`src/rtl/tmr_pkg.sv`:
```
package tmr_pkg;

    localparam int CNT_W  = 16;
    localparam int FULL_W = CNT_W + 1;

    typedef enum logic {
        MODE_RATE   = 1'b0,
        MODE_SQUARE = 1'b1
    } tmr_mode_e;

    typedef struct packed {
        tmr_mode_e           mode;
        logic                run;
        logic                pend;
        logic                hi_next;
        logic                out;
        logic [7:0]          lo;
        logic [CNT_W-1:0]    init;
        logic [FULL_W-1:0]   cnt;
    } ch_state_t;

    // A written count of zero stands for the full 2**CNT_W range.
    function automatic logic [FULL_W-1:0] full_count(input logic [CNT_W-1:0] c);
        return (c == '0) ? (FULL_W'(1) << CNT_W) : FULL_W'(c);
    endfunction

    // Square-wave phase value, counted down by two per tick.
    // An odd count gives the extra tick to the high phase.
    function automatic logic [FULL_W-1:0] sq_len(input logic [FULL_W-1:0] n, input logic high);
        return high ? (n + FULL_W'(n[0])) : (n - FULL_W'(n[0]));
    endfunction

endpackage

```
`src/rtl/tmr_prescale.sv`:
```
module tmr_prescale #(
    parameter int DIV = 12
) (
    input  logic clk,
    input  logic rst,
    output logic tick
);
    localparam int PW = (DIV > 1) ? $clog2(DIV) : 1;

    logic [PW-1:0] pcnt;

    assign tick = (pcnt == PW'(DIV - 1));

    always_ff @(posedge clk) begin
        if (rst)       pcnt <= '0;
        else if (tick) pcnt <= '0;
        else           pcnt <= pcnt + 1'b1;
    end

    // a tick is followed by at least one quiet clock when the ratio exceeds one
    p_tick_spacing_r1: assert property (@(posedge clk) disable iff (rst)
        (tick && DIV > 1) |=> !tick);

endmodule

```
`src/rtl/tmr_channel.sv`:
```
module tmr_channel
    import tmr_pkg::*;
(
    input  logic       clk,
    input  logic       rst,
    input  logic       tick,
    input  logic       ctl_wr,
    input  tmr_mode_e  ctl_mode,
    input  logic       byte_wr,
    input  logic [7:0] byte_data,
    output logic       out_o
);
    ch_state_t q, d;
    logic [FULL_W-1:0] n;

    assign n     = full_count(q.init);
    assign out_o = q.out;

    always_comb begin
        d = q;
        if (tick) begin
            if (q.pend) begin
                d.cnt  = (q.mode == MODE_SQUARE) ? sq_len(n, 1'b1) : n;
                d.out  = 1'b1;
                d.run  = 1'b1;
                d.pend = 1'b0;
            end else if (q.run) begin
                if (q.mode == MODE_RATE) begin
                    if (q.cnt == FULL_W'(1)) begin
                        d.cnt = n;
                        d.out = 1'b1;
                    end else begin
                        d.cnt = q.cnt - 1'b1;
                        d.out = (q.cnt != FULL_W'(2));
                    end
                end else begin
                    if (q.cnt <= FULL_W'(2)) begin
                        d.out = !q.out;
                        d.cnt = sq_len(n, !q.out);
                    end else begin
                        d.cnt = q.cnt - FULL_W'(2);
                    end
                end
            end
        end
        if (byte_wr) begin
            if (!q.hi_next) begin
                d.lo      = byte_data;
                d.hi_next = 1'b1;
            end else begin
                d.init    = {byte_data, q.lo};
                d.hi_next = 1'b0;
                d.pend    = 1'b1;
            end
        end
        if (ctl_wr) begin
            d.mode    = ctl_mode;
            d.run     = 1'b0;
            d.pend    = 1'b0;
            d.hi_next = 1'b0;
            d.out     = 1'b1;
        end
    end

    always_ff @(posedge clk) begin
        if (rst) begin
            q         <= '0;
            q.mode    <= MODE_RATE;
            q.out     <= 1'b1;
        end else begin
            q <= d;
        end
    end

    // the output holds between ticks unless a control byte arrives
    p_out_hold_r1: assert property (@(posedge clk) disable iff (rst)
        (!tick && !ctl_wr) |=> $stable(out_o));

    // a control byte leaves the channel stopped with its output high
    p_ctl_idle_r3: assert property (@(posedge clk) disable iff (rst)
        ctl_wr |=> (!q.run && !q.pend && out_o));

    // a pending count starts on the tick with the output high
    p_load_high_r4: assert property (@(posedge clk) disable iff (rst)
        (q.pend && tick && !ctl_wr) |=> (q.run && out_o));

    // the rate-generator low pulse lasts a single tick
    p_rate_pulse_r5: assert property (@(posedge clk) disable iff (rst)
        (q.mode == MODE_RATE && !out_o && tick && !ctl_wr) |=> out_o);

    // a running square-wave phase value never drops below two
    p_sq_range_r8: assert property (@(posedge clk) disable iff (rst)
        (q.run && q.mode == MODE_SQUARE) |-> (q.cnt >= FULL_W'(2)));

endmodule

```
`src/rtl/sys_interval_timer.sv`:
```
module sys_interval_timer
    import tmr_pkg::*;
#(
    parameter int DIV   = 12,
    parameter int N_CH  = 3
) (
    input  logic       clk,
    input  logic       rst,
    input  logic       tmr_wr,
    input  logic [1:0] tmr_addr,
    input  logic [7:0] tmr_wdata,
    input  logic       stat_wr,
    input  logic [7:0] stat_wdata,
    output logic [7:0] stat_rdata,
    output logic       irq_timer,
    output logic       spk_out
);
    localparam logic [1:0] CTL_ADDR = 2'd3;

    logic            tick;
    logic [N_CH-1:0] ch_out;
    logic            spk_en;

    tmr_prescale #(.DIV(DIV)) u_pre (
        .clk  (clk),
        .rst  (rst),
        .tick (tick)
    );

    for (genvar i = 0; i < N_CH; i++) begin : g_ch
        logic ctl_sel, byte_sel;
        assign ctl_sel  = tmr_wr && (tmr_addr == CTL_ADDR) && (tmr_wdata[7:6] == 2'(i));
        assign byte_sel = tmr_wr && (tmr_addr == 2'(i));

        tmr_channel u_ch (
            .clk       (clk),
            .rst       (rst),
            .tick      (tick),
            .ctl_wr    (ctl_sel),
            .ctl_mode  (tmr_mode_e'(tmr_wdata[0])),
            .byte_wr   (byte_sel),
            .byte_data (tmr_wdata),
            .out_o     (ch_out[i])
        );
    end

    always_ff @(posedge clk) begin
        if (rst)          spk_en <= 1'b0;
        else if (stat_wr) spk_en <= stat_wdata[1];
    end

    assign irq_timer  = ch_out[0];
    assign spk_out    = ch_out[2] & spk_en;
    assign stat_rdata = {3'b000, ch_out[1], 2'b00, spk_en, 1'b0};

    // a status write with bit 1 clear silences the speaker on the next clock
    p_spk_off_r11: assert property (@(posedge clk) disable iff (rst)
        (stat_wr && !stat_wdata[1]) |=> !spk_out);

endmodule

```
`config.mk`:
```
export PLATFORM = sky130hd
export DESIGN_NAME = sys_interval_timer
export DESIGN_NICKNAME = d
export VERILOG_FILES = /design/src/rtl/tmr_pkg.sv /design/src/rtl/tmr_prescale.sv /design/src/rtl/tmr_channel.sv /design/src/rtl/sys_interval_timer.sv
export SDC_FILE = /design/constraint.sdc
export NUM_CORES = 1
export LEC_CHECK = 0
export BUFFER_PORTS_ARGS = -buffer_cell sky130_fd_sc_hd__buf_4
export CAP_MARGIN = 10
export CORE_UTILIZATION = 35
export DETAILED_ROUTE_END_ITERATION = 16
export GPL_TIMING_DRIVEN = 0
export HOLD_SLACK_MARGIN = 0.12
export PLACE_DENSITY = 0.57
export SLEW_MARGIN = 30
export SYNTH_ARGS = -nofsm -noshare
export SYNTH_HDL_FRONTEND = slang
export SYNTH_SLANG_ARGS = --single-unit
export TNS_END_PERCENT = 20
```
`constraint.sdc`:
```
create_clock -name clk -period 2.9 [get_ports clk]
set_input_delay 0.435 -clock clk [delete_from_list [all_inputs] [get_ports clk]]
set_output_delay 0.435 -clock clk [all_outputs]
set_load 0.1 [all_outputs]
```
Yosys cells after proc, flatten, opt, wreduce, memory -nomap -nowiden
Cells that the tools add are included.
Word-level totals
  flip-flop bits (word level): 143
  bits in latches: 0
  RAM bits: 0
  ROM bits: 0
  input port bits: 22
  word-level logic and storage cells: 149
  memories kept: 0
Operators by class
  add/sub/neg operators: 13
  multiply operators: 0
  div/mod/pow operators: 0
  $lt $le $gt $ge: 3
  eq/ne operators: 15
  shift-type cells: 0
  multiplexer cells: 51
  bitwise gates (word level): 4
  reductions and logical operators: 37
Operators with widths (number)
  2-to-1 mux 17 bit: 24
  adder 17 x 1 -> 17 bit: 3
  equality test 17 x 1 -> 1 bit (second input constant): 3
  less-or-equal comparator 17 x 2 -> 1 bit (second input constant): 3
  inequality test 17 x 2 -> 1 bit (second input constant): 3
  subtractor 17 x 1 -> 17 bit: 3
  subtractor 17 x 1 -> 17 bit (second input constant): 3
  subtractor 17 x 2 -> 17 bit (second input constant): 3
  zero test 16 bit: 3
  2-to-1 mux 1 bit: 24
  AND reduction 2 bit: 12
  inequality test 3 bit (second input constant): 3
  AND reduction 3 bit: 3
  OR reduction 2 bit: 4
  logical AND 1 bit: 7
  equality test 2 bit (second input constant): 3
  2-to-1 mux 2 bit: 3
  nonzero test 2 bit: 3
  adder 4 x 1 -> 4 bit (second input constant): 1
  equality test 2 x 1 -> 1 bit (second input constant): 2
  equality test 4 bit (second input constant): 1
  zero test 2 bit: 2
  zero test 1 bit: 3
  NOT 1 bit: 3
  bitwise AND 1 bit: 1

Logic depth before layout (Yosys ltp)
Gate-level depths: netlist of the first run.
  depth in word-level cells: 8
  mapped depth: 11
  mapped depth without buffers: 8

Hierarchy
From an unflattened synthesis of the first run, not the netlist that was laid out.
Unflattened totals
  cell total of the unflattened synthesis: 1531
  area, all modules: 10999.3 um^2
By module, submodules not included
  tmr_channel: instances 3, cells an instance 498, area each 3544.6 um^2, sequential area each 920.9 um^2
  tmr_prescale: instances 1, cells an instance 16, area each 196.4 um^2, sequential area each 80.1 um^2
  sys_interval_timer: instances 1, cells an instance 21, area each 168.9 um^2, sequential area each 20.0 um^2

Worst setup path after synthesis of the first run
OpenSTA, ideal clock, no wires.
  path kind: flip-flop to flip-flop
  from: register g_ch[2].u_ch.q[1] (netlist name)
  to: register g_ch[2].u_ch.q[14] (netlist name)
  setup time: 135 ps
  arrival: 2112 ps
  data required time: 2765 ps
  setup slack: 652 ps
  cell stages (with the launch flop): 9
  clock period less this slack: 2248 ps
  path through: dfxtp_1 inv_1 ha_1 nor4b_1 nand4_1 xnor2_1 mux2_2 a221oi_1 a211oi_1
On the way
  cells in the longest elaborated chain, start to end: 5
  elaborated cells between the ends (all ways): 9
Ends and longest elaborated chain
  from (decl): RTL line tmr_channel.sv:13  | ch_state_t q, d;
  subtractor 17 x 1 -> 17 bit, or another cell as far along: RTL line tmr_channel.sv:33  | d.cnt = q.cnt - 1'b1;
  2-to-1 mux 17 bit (on tied branches): RTL line tmr_channel.sv:29, tmr_channel.sv:37
  2-to-1 mux 17 bit *: RTL line tmr_channel.sv:28  | if (q.mode == MODE_RATE) begin
  2-to-1 mux 17 bit *: RTL line tmr_channel.sv:27  | end else if (q.run) begin
  2-to-1 mux 17 bit *: RTL line tmr_channel.sv:22  | if (q.pend) begin
Mark *: on every way between the ends. The rest lies on a longest branch, timed or not. The select of a mux whose other input is x is not followed.
A chain may end at the register's enable or synchronous reset.

Worst setup path after layout of the first run
  from: register g_ch[1].u_ch.q[2] (netlist name)
  to: register g_ch[1].u_ch.q[13] (netlist name)
On the way
  cells in the longest elaborated chain, start to end: 5
  elaborated cells between the ends (all ways): 9
Ends and longest elaborated chain (RTL line)
  from (decl): tmr_channel.sv:13
  subtractor 17 x 1 -> 17 bit, or another cell as far along: tmr_channel.sv:33
  2-to-1 mux 17 bit (on tied branches): tmr_channel.sv:29, tmr_channel.sv:37
  2-to-1 mux 17 bit *: tmr_channel.sv:28
  2-to-1 mux 17 bit *: tmr_channel.sv:27
  2-to-1 mux 17 bit *: tmr_channel.sv:22
Marks and branches as above.

==> impl_metrics.yaml, run 1 <==
route:
  final_antenna_net_count: 0
  detail_route.wl_per_cell_um: 18.7
  wirelength_mm: 37.3
  drt_iter0_markers: 1176
  dr_total_vias: 11507
  drc: 0
  drtPass1Iterations: 5
  via_per_inst: 5.76
global_routing:
  grt_pass1_wl_mm: 59.0
  grt_overflow: 0
  grt_pass1_vias: 10688
  antenna_found_initial: 0
  track_usage: 0.238
  grt_max_degree: 17
synth:
  synth_edf_count: 0
  synth_common_cells: "nand2_1 (271), dfxtp_1 (143), nor2_1 (135)"
  async_reset_ff_frac: 0
  syn_area_per_cell_um2: 7.06
  syn_area_um2: 10900
  synth-seq-cells: 143
  yosysSeqAreaShare: 0.262
  synth_ff_type: "dfxtp_1"
  ys_warn_count: 0
  yosys.area.top_type: "dfxtp_1"
  syn_inst: 1548
  yosys.area.top_type_share: 0.262
  synth.top_cells.by_area: "dfxtp_1 (26%), nand2_1 (9.3%), xor2_1 (6.9%), a21oi_1 (6.0%), xnor2_1 (5.1%)"
  synth_cell_types: 72
  yosys.cell_count.top_type: "nand2_1"
layout:
  final_util: 0.400
  syn_to_final_growth_pct: 12.3
  instances_no_fill: 1998
  design_area_um2: 12300
  drive_gt1_frac: 0.0787
  fin_nets: 1632
power:
  p_leak_nw: 4.72
  p_per_area_nw_per_um2: 366
  vdd_drop_max_mv: 0.402
place:
  post-dp-hpwl_mm: 27.3
  dp_cells: 1963
  port-buffer-count: 14
  placed_area_um2: 11600
  gp_congestion: 0.908
sta:
  slew_violations: 0
  rsz0062_at_grt: "true"
  whs_ns: 0.244
  min_period_ns: 2.85
  setup_tns_ns: 0
  maxSlewHeadroom: 0.320
  finClkSkew_ns: 0.0133
  period_share: 0.981
  setup_viol: 0
  hold_viol_final: 0
  worst_pin_slew_ns: 1.02
  max_freq_mhz: 351
floorplan:
  die_y_um: 179
  start_util: 0.356
  die_x_um: 179
  die-area_um2: 31900
  ios: 32
  core_area_um2: 30700
  rows: 64
run_status:
  status: "finished, final reports clean"
clock_network:
  cts_hold_buf: 0
  insertion_delay_ns: 0.44
  cts_tree: "done"
  path_clk_slew_ns: 0.07
  cts_buffers: 17
  clock_path_buffers: 2
  cts.sinks: 143
  cts-root-buf: "clkbuf_16"
  htreeDepth: 4
worst_setup_path:
  crit_arrival_ns: 3.11
  required_ns: 3.16
  crit_path_start_kind: "flip-flop"
  path_class: "reg -> reg"
  cp-end-kind: "flip-flop"
  cp_max_fo: 10
job:
  maxCapViolCount: 0
min_path:
  worstHoldPathType: "in -> reg"
[cells in the final DEF (no fill, tap or decap), types with 18 or more instances in the layout]
cell      netlist  routed
nand4_1        46      46
a31oi_1        18      18
nor3_1         46      44
nor2_1        135     130
inv_1          28      28
a311oi_1       21      21
nand3_1        49      49
nor4_1         28      23
o21ai_0        43      42
o211ai_1       39      39
dfxtp_1       143     143
xnor2_1        63      63
xor2_1         86      86
buf_4           9      25
nand2_1       271     271
a21oi_1       130     130
clkbuf_1      127     121
ha_1           22      22
[metrics by stage]
stage          power, mW  setup slack [ns]
2_1_floorplan       2.21             0.652
5_1_grt             4.63           -0.0871
3_5_place_dp        2.30            -0.136
6_report            4.49            0.0548
4_1_cts             4.52            0.0235
3_3_place_gp        2.30            -0.128
[flip-flops by register name, indices dropped and copies added, names as in the netlist]
| name | count |
|---|---|
| spk_en | 1 |
| g_ch.u_ch.out_o | 3 |
| g_ch.u_ch.q | 135 |
| u_pre.pcnt | 4 |
[cells by family (layout without fill, tap and decap cells)]
logic type               after synthesis  in the layout  synth area share
AO/OA/AOI/OAI                        341            341             0.202
XOR/XNOR                             149            149             0.119
adder cells (fa/ha/maj)               22             22            0.0252
buffers and inverters                191            239            0.0705
flip-flops                           143            143             0.262
multiplexers                          19             19            0.0180
other                                  1              7          0.000343
AND/OR/NAND/NOR                      682            682             0.302
[per-layer routing]
layer | GRT usage | routed length, µm | vias up
met5 | 0 | 0 | -
met4 | 0.0773 | 970 | 0
met3 | 0.0337 | 2660 | 73
met2 | 0.368 | 16500 | 446
met1 | 0.336 | 17200 | 5456
li1 | - | - | 5532
[power by group]
part	internal, mW	switching, mW	total, mW
clock	1.17	1.06	2.23
combinational	0.0659	0.201	0.267
sequential	1.98	0.0125	2.00
[layout make-up]
cell class                      instances  area, µm²
Clock inverter                         14        143
Timing Repair Buffer                   16        120
Inverter                               28        105
Antenna cell                            1       2.50
Buffer                                163        676
Sequential cell                       143       2860
Clock buffer                           18        439
Multi-Input combinational cell       1219       7420
Tap cell                              396        495
Fill cell                            3283      18400
[what timing repair did]
action / CTS / global route
pin swaps: 0 / 1
resized for setup: 3 / 24
setup endpoints to repair: 2 / 31
hold endpoints to repair: 0 / 0
setup buffers: 0 / 2
[path summary, 6_finish.rpt]
| check | from | end | slack [ns] | cells past startpoint |
|---|---|---|---|---|
| hold / removal | stat_wdata[1] | spk_en | 0.24 | 3 |
| setup reg to reg | g_ch[1].u_ch.q[2] | g_ch[1].u_ch.q[13] | 0.05 | 10 |
| hold reg to reg | g_ch[1].u_ch.q[37] | g_ch[1].u_ch.q[21] | 0.46 | 2 |
| setup / recovery | g_ch[1].u_ch.q[2] | g_ch[1].u_ch.q[13] | 0.05 | 10 |
[worst max-delay path, cell delays in order, from the launching register on]
cell,delay [ns]
dfxtp_1,0.30
clkbuf_1,0.20
inv_1,0.12
ha_1,0.22
nor3b_4,0.39
nand4_1,0.24
o2bb2ai_2,0.25
clkbuf_4,0.26
nor2_1,0.17
a221oi_1,0.39
a211oi_1,0.13
Note: power is estimated with default switching activity, not from simulation.
==> run 2: changes to the inputs <==
- SYNTH_HIERARCHICAL: unset -> 1
==> impl_metrics.yaml, run 2 <==
run_status:
  status: "finished, final reports clean"
sta:
  whs_ns: 0.245
  maxSlewHeadroom: 0.278
  setup_viol: 0
  period_share: 0.923
  rsz0062_at_grt: "false"
  hold_viol_final: 0
  finClkSkew_ns: 0.0144
  min_period_ns: 2.68
  worst_pin_slew_ns: 1.07
  slew_violations: 0
  max_freq_mhz: 374
  setup_tns_ns: 0
clock_network:
  clock_path_buffers: 2
  htreeDepth: 4
  cts-root-buf: "clkbuf_16"
  cts_buffers: 17
  post_cts_buffers: 0
  path_clk_slew_ns: 0.07
  cts.sinks: 143
  cts_tree: "done"
  insertion_delay_ns: 0.44
floorplan:
  die-area_um2: 32100
  ios: 32
  die_x_um: 179
  start_util: 0.358
  die_y_um: 179
  core_area_um2: 30700
  rows: 64
synth:
  synth_ff_type: "dfxtp_1"
  synth_common_cells: "nand2_1 (277), dfxtp_1 (143), nor2_1 (122)"
  yosys.area.top_type_share: 0.260
  syn_area_per_cell_um2: 7.18
  yosys.cell_count.top_type: "nand2_1"
  yosys.area.top_type: "dfxtp_1"
  synth.top_cells.by_area: "dfxtp_1 (26%), nand2_1 (9.5%), xnor2_1 (5.3%), xor2_1 (5.0%), a21oi_1 (4.8%)"
  synth-seq-cells: 143
  synth_cell_types: 65
  syn_inst: 1531
  yosysSeqAreaShare: 0.260
  async_reset_ff_frac: 0
  ys_warn_count: 6
  syn_area_um2: 11000
  synth_edf_count: 0
place:
  gp_congestion: 0.974
  post-dp-hpwl_mm: 27.1
  port-buffer-count: 18
  dp_cells: 1951
min_path:
  hold_path_end: "spk_en"
  holdPathStages: 3
  worstHoldStart: "stat_wdata[1]"
  worstHoldPathType: "in -> reg"
power:
  p_per_area_nw_per_um2: 368
  p_seq_frac: 0.444
  clkPwrFrac: 0.499
  combPwrFrac: 0.057
  vdd_drop_max_mv: 0.487
  p_leak_nw: 4.82
  sw_frac_of_total: 0.270
  p_sw_mw: 1.22
  intPower_mw: 3.29
layout:
  final_cell_mix: "nand2_1 (277), dfxtp_1 (143), nor2_1 (122)"
  fillerInstances: 3317
  regArea_um2: 2860
  largest_reg_flops: 135
  mostFrequentLayoutCell: "nand2_1"
  instances_no_fill: 1983
  multi_input_area_um2: 7410
  largest_register: "g_ch.u_ch/q"
  antennaDiodeCount: 0
  fin_nets: 1618
  drive_gt1_frac: 0.0844
  syn_to_final_growth_pct: 11.4
route:
  dr_total_vias: 11505
  wirelength_mm: 37.8
  detail_route.wl_per_cell_um: 19.1
  drc: 0
  final_antenna_net_count: 0
  via_per_inst: 5.80
  drtPass1Iterations: 6
  drt_iter0_markers: 1232
worst_setup_path:
  rr_worst_depth: 10
  cp-end-kind: "flip-flop"
  startpoint: "g_ch[1].u_ch/q[2]"
  r2r-end: "g_ch[1].u_ch/q[13]"
  reg2reg_from: "g_ch[1].u_ch/q[2]"
  regToRegSetupSlack_ns: 0.22
  path_class: "reg -> reg"
  crit_arrival_ns: 3.02
  crit_path_start_kind: "flip-flop"
  required_ns: 3.24
  cp_max_fo: 9
global_routing:
  grt_pass1_wl_mm: 58.4
  grt_pass1_vias: 10312
  antenna_found_initial: 0
  grt_max_degree: 18
  grt_overflow: 0
  track_usage: 0.235
job:
  maxCapViolCount: 0
run 2: cell count changes after synthesis, sizes merged, moves of 13 or more:
cell	delta
nor2b	+16
nor2	-13
clkbuf	-29
xor2	-23
a21oi	-21
nor3	+18
run 2: worst max path at each step:
stage | endpoint | slack [ns] | cells after the start
4_1_cts | g_ch[0].u_ch/q[13] | 0.09 | 10
5_1_grt | g_ch[1].u_ch/q[6] | 0.04 | 8
2_1_floorplan | g_ch[0].u_ch/q[13] | 0.54 | 10
3_5_place_dp | g_ch[1].u_ch/q[13] | 0.11 | 10
3_3_place_gp | g_ch[2].u_ch/q[13] | 0.13 | 10
6_report | g_ch[1].u_ch/q[13] | 0.22 | 10
run 2: layout make-up:
cell class                      instances  area share
Clock inverter                         14      0.0117
Tap cell                              396      0.0404
Buffer                                140      0.0509
Timing Repair Buffer                   19      0.0116
Sequential cell                       143       0.234
Clock buffer                           18      0.0358
Multi-Input combinational cell       1217       0.605
Inverter                               36      0.0110
run 2: per-stage QoR:
step	util	worst slack (ns)	area (µm²)	power, mW
after floorplan	-	0.535	11000	2.21
after global placement	0.379	0.134	11600	2.30
after detailed placement	0.379	0.106	11700	2.30
after CTS	0.398	0.0894	12200	4.55
after global routing	0.398	0.0398	12300	4.65
final	0.398	0.223	12300	4.51
run 2: cells by family (layout without fill, tap and decap cells):
logic type	count (synthesis)	after routing	synth area share
compound gates	350	350	0.212
xor+xnor	129	129	0.103
fa+ha+maj	22	22	0.0250
buf+inv	176	227	0.0686
flops	143	143	0.260
mux	22	22	0.0200
other cells	1	6	0.000341
simple gates	688	688	0.311
run 2: worst max-delay path, cell delays in order, from the launching register on:
cell      delay [ns]
dfxtp_1         0.30
clkbuf_1        0.18
inv_1           0.12
ha_1            0.26
nor2b_1         0.15
clkbuf_2        0.26
nand3_2         0.15
or3_1           0.36
a311o_1         0.35
a31o_1          0.21
a211oi_2        0.25
run 2: per-layer routing:
metal,routed length (µm),vias up,track usage
li1,-,5486,-
met4,595,0,0.0700
met1,17800,5434,0.334
met5,0,-,0
met2,16500,532,0.360
met3,2890,53,0.0375
run 2: power by group through the flow:
stage / Combinational (mW) / Sequential (mW) / Clock (mW)
6_report: 0.259 / 2.00 / 2.25
5_1_grt: 0.278 / 2.00 / 2.37
4_1_cts: 0.256 / 2.00 / 2.30
3_5_place_dp: 0.256 / 2.04 / 0
3_3_place_gp: 0.253 / 2.04 / 0
2_1_floorplan: 0.167 / 2.04 / 0
run 2: what timing repair did:
action / in CTS / in global routing
setup endpoints to repair: 0 / 4
hold buffers: 0 / 0
resized for setup: 0 / 6
==> run 3: changes to the inputs <==
- PLACE_DENSITY: 0.57 -> unset
- PLACE_DENSITY_LB_ADDON: unset -> 0.3
==> impl_metrics.yaml, run 3 (same netlist as run 2, synthesis figures left out) <==
floorplan:
  die_y_um: 179
  die_x_um: 179
  core_area_um2: 30700
  die-area_um2: 32100
  rows: 64
  start_util: 0.358
  ios: 32
worst_setup_path:
  path_class: "reg -> reg"
  cp-end-kind: "flip-flop"
  reg2reg_from: "g_ch[0].u_ch/q[2]"
  cp_slowest_stage_delay_ns: 0.44
  required_ns: 3.25
  crit_top_cell: "clkbuf_1"
  crit_arrival_ns: 3.23
  critPathSlowestCell: "clkbuf_1"
  rr_worst_depth: 10
  regToRegSetupSlack_ns: 0.02
  cp_cell_sequence: "clkbuf_1, inv_1, ha_1, nor2b_1, clkbuf_1, nand3_2, or3_1, a311o_1, a31o_1, a211oi_2"
  cp_max_fo: 9
  r2r-end: "g_ch[0].u_ch/q[13]"
  crit_path_start_kind: "flip-flop"
clock_network:
  path_clk_slew_ns: 0.06
  cts-resized-gates: 0
  htreeDepth: 4
  cts_buffers: 17
  cts.sinks: 143
  cts-root-buf: "clkbuf_16"
  clock_path_buffers: 2
  cts_hold_buf: 0
  post_cts_buffers: 0
  cts_tree: "done"
  insertion_delay_ns: 0.44
power:
  combPwrFrac: 0.057
  p_per_area_nw_per_um2: 370
  sw_frac_of_total: 0.258
  p_leak_nw: 4.82
  p_seq_frac: 0.441
  p_sw_mw: 1.17
  intPower_mw: 3.37
  clkPwrFrac: 0.502
  power_mw: 4.54
  vdd_drop_max_mv: 0.434
route:
  detail_route.wl_per_cell_um: 18.7
  drtPass1Iterations: 6
  drt_iter0_markers: 1214
  dr_total_vias: 11635
  drc: 0
  via_per_inst: 5.87
  final_antenna_net_count: 0
  wirelength_mm: 37.0
global_routing:
  grt_pass1_wl_mm: 57.7
  grt_pass1_vias: 10576
  grt_max_degree: 18
  grt_overflow: 0
  track_usage: 0.230
  antenna_found_initial: 0
min_path:
  worstHoldPathType: "in -> reg"
  hold_path_end: "spk_en"
  worstHoldStart: "stat_wdata[1]"
  holdPathStages: 3
sta:
  rsz0062_at_grt: "true"
  period_share: 0.992
  worst_pin_slew_ns: 1.04
  setup_viol: 0
  max_freq_mhz: 348
  finClkSkew_ns: 0.0149
  hold_viol_final: 0
  maxSlewHeadroom: 0.301
  slew_violations: 0
  min_period_ns: 2.88
  whs_ns: 0.247
layout:
  final_cell_mix: "nand2_1 (277), dfxtp_1 (143), nor2_1 (122)"
  drive_gt1_frac: 0.0826
  instances_no_fill: 1982
  syn_to_final_growth_pct: 11.5
  fin_nets: 1617
  largest_register: "g_ch.u_ch/q"
  largest_reg_flops: 135
  mostFrequentLayoutCell: "nand2_1"
  design_area_um2: 12300
  antennaDiodeCount: 0
place:
  dp_cells: 1950
  port-buffer-count: 18
  placed_area_um2: 11700
  post-dp-hpwl_mm: 26.3
  gp_congestion: 0.992
run_status:
  status: "finished, final reports clean"
job:
  maxCapViolCount: 0
-- run 3: how the worst max path moves through the flow --
stage	from	end	slack (ns)	cells past startpoint
detailed placement	g_ch[2].u_ch/q[2]	g_ch[2].u_ch/q[13]	0.13	10
finish	g_ch[0].u_ch/q[2]	g_ch[0].u_ch/q[13]	0.02	10
global route	g_ch[0].u_ch/q[2]	g_ch[0].u_ch/q[13]	-0.08	10
global placement	g_ch[2].u_ch/q[2]	g_ch[2].u_ch/q[13]	0.13	10
CTS	g_ch[2].u_ch/q[2]	g_ch[2].u_ch/q[13]	0.11	10
floorplan	g_ch[0].u_ch/q[2]	g_ch[0].u_ch/q[13]	0.54	10
-- run 3: metal layers --
metal | wire length [µm] | track usage
met1 | 16600 | 0.319
met3 | 2970 | 0.0430
met5 | 0 | 0
met4 | 999 | 0.0844
met2 | 16400 | 0.352
-- run 3: critical path, delay by kind of cell, from the launching register on --
family	cells	cell delay (ns)
DFF	1	0.29
buffers and inverters	3	0.74
and+or+nand+nor	3	0.71
adders and majority gates	1	0.26
AOI/OAI and AO/OA	3	0.80
-- run 3: power groups by stage --
stage	sequential, mW	clock, mW	combinational [mW]
4_1_cts	2.00	2.34	0.254
3_3_place_gp	2.04	0	0.252
6_report	2.00	2.28	0.257
3_5_place_dp	2.04	0	0.253
5_1_grt	2.00	2.40	0.274
2_1_floorplan	2.04	0	0.167
-- run 3: area by class of cell --
class	instances	area, µm²
Sequential cell	143	2860
Inverter	36	135
Clock inverter	13	151
Tap cell	396	495
Buffer	140	621
Timing Repair Buffer	18	135
Clock buffer	19	443
Fill cell	3275	18500
Multi-Input combinational cell	1217	7420
-- run 3: through the flow --
| stage | worst slack [ns] | utilization | setup TNS (ns) |
|---|---|---|---|
| after CTS | 0.108 | 0.399 | 0 |
| after detailed placement | 0.131 | 0.379 | 0 |
| after global placement | 0.125 | 0.379 | 0 |
| after floorplan | 0.535 | - | 0 |
| after global routing | -0.0826 | 0.399 | -0.106 |
| final | 0.0229 | 0.399 | 0 |
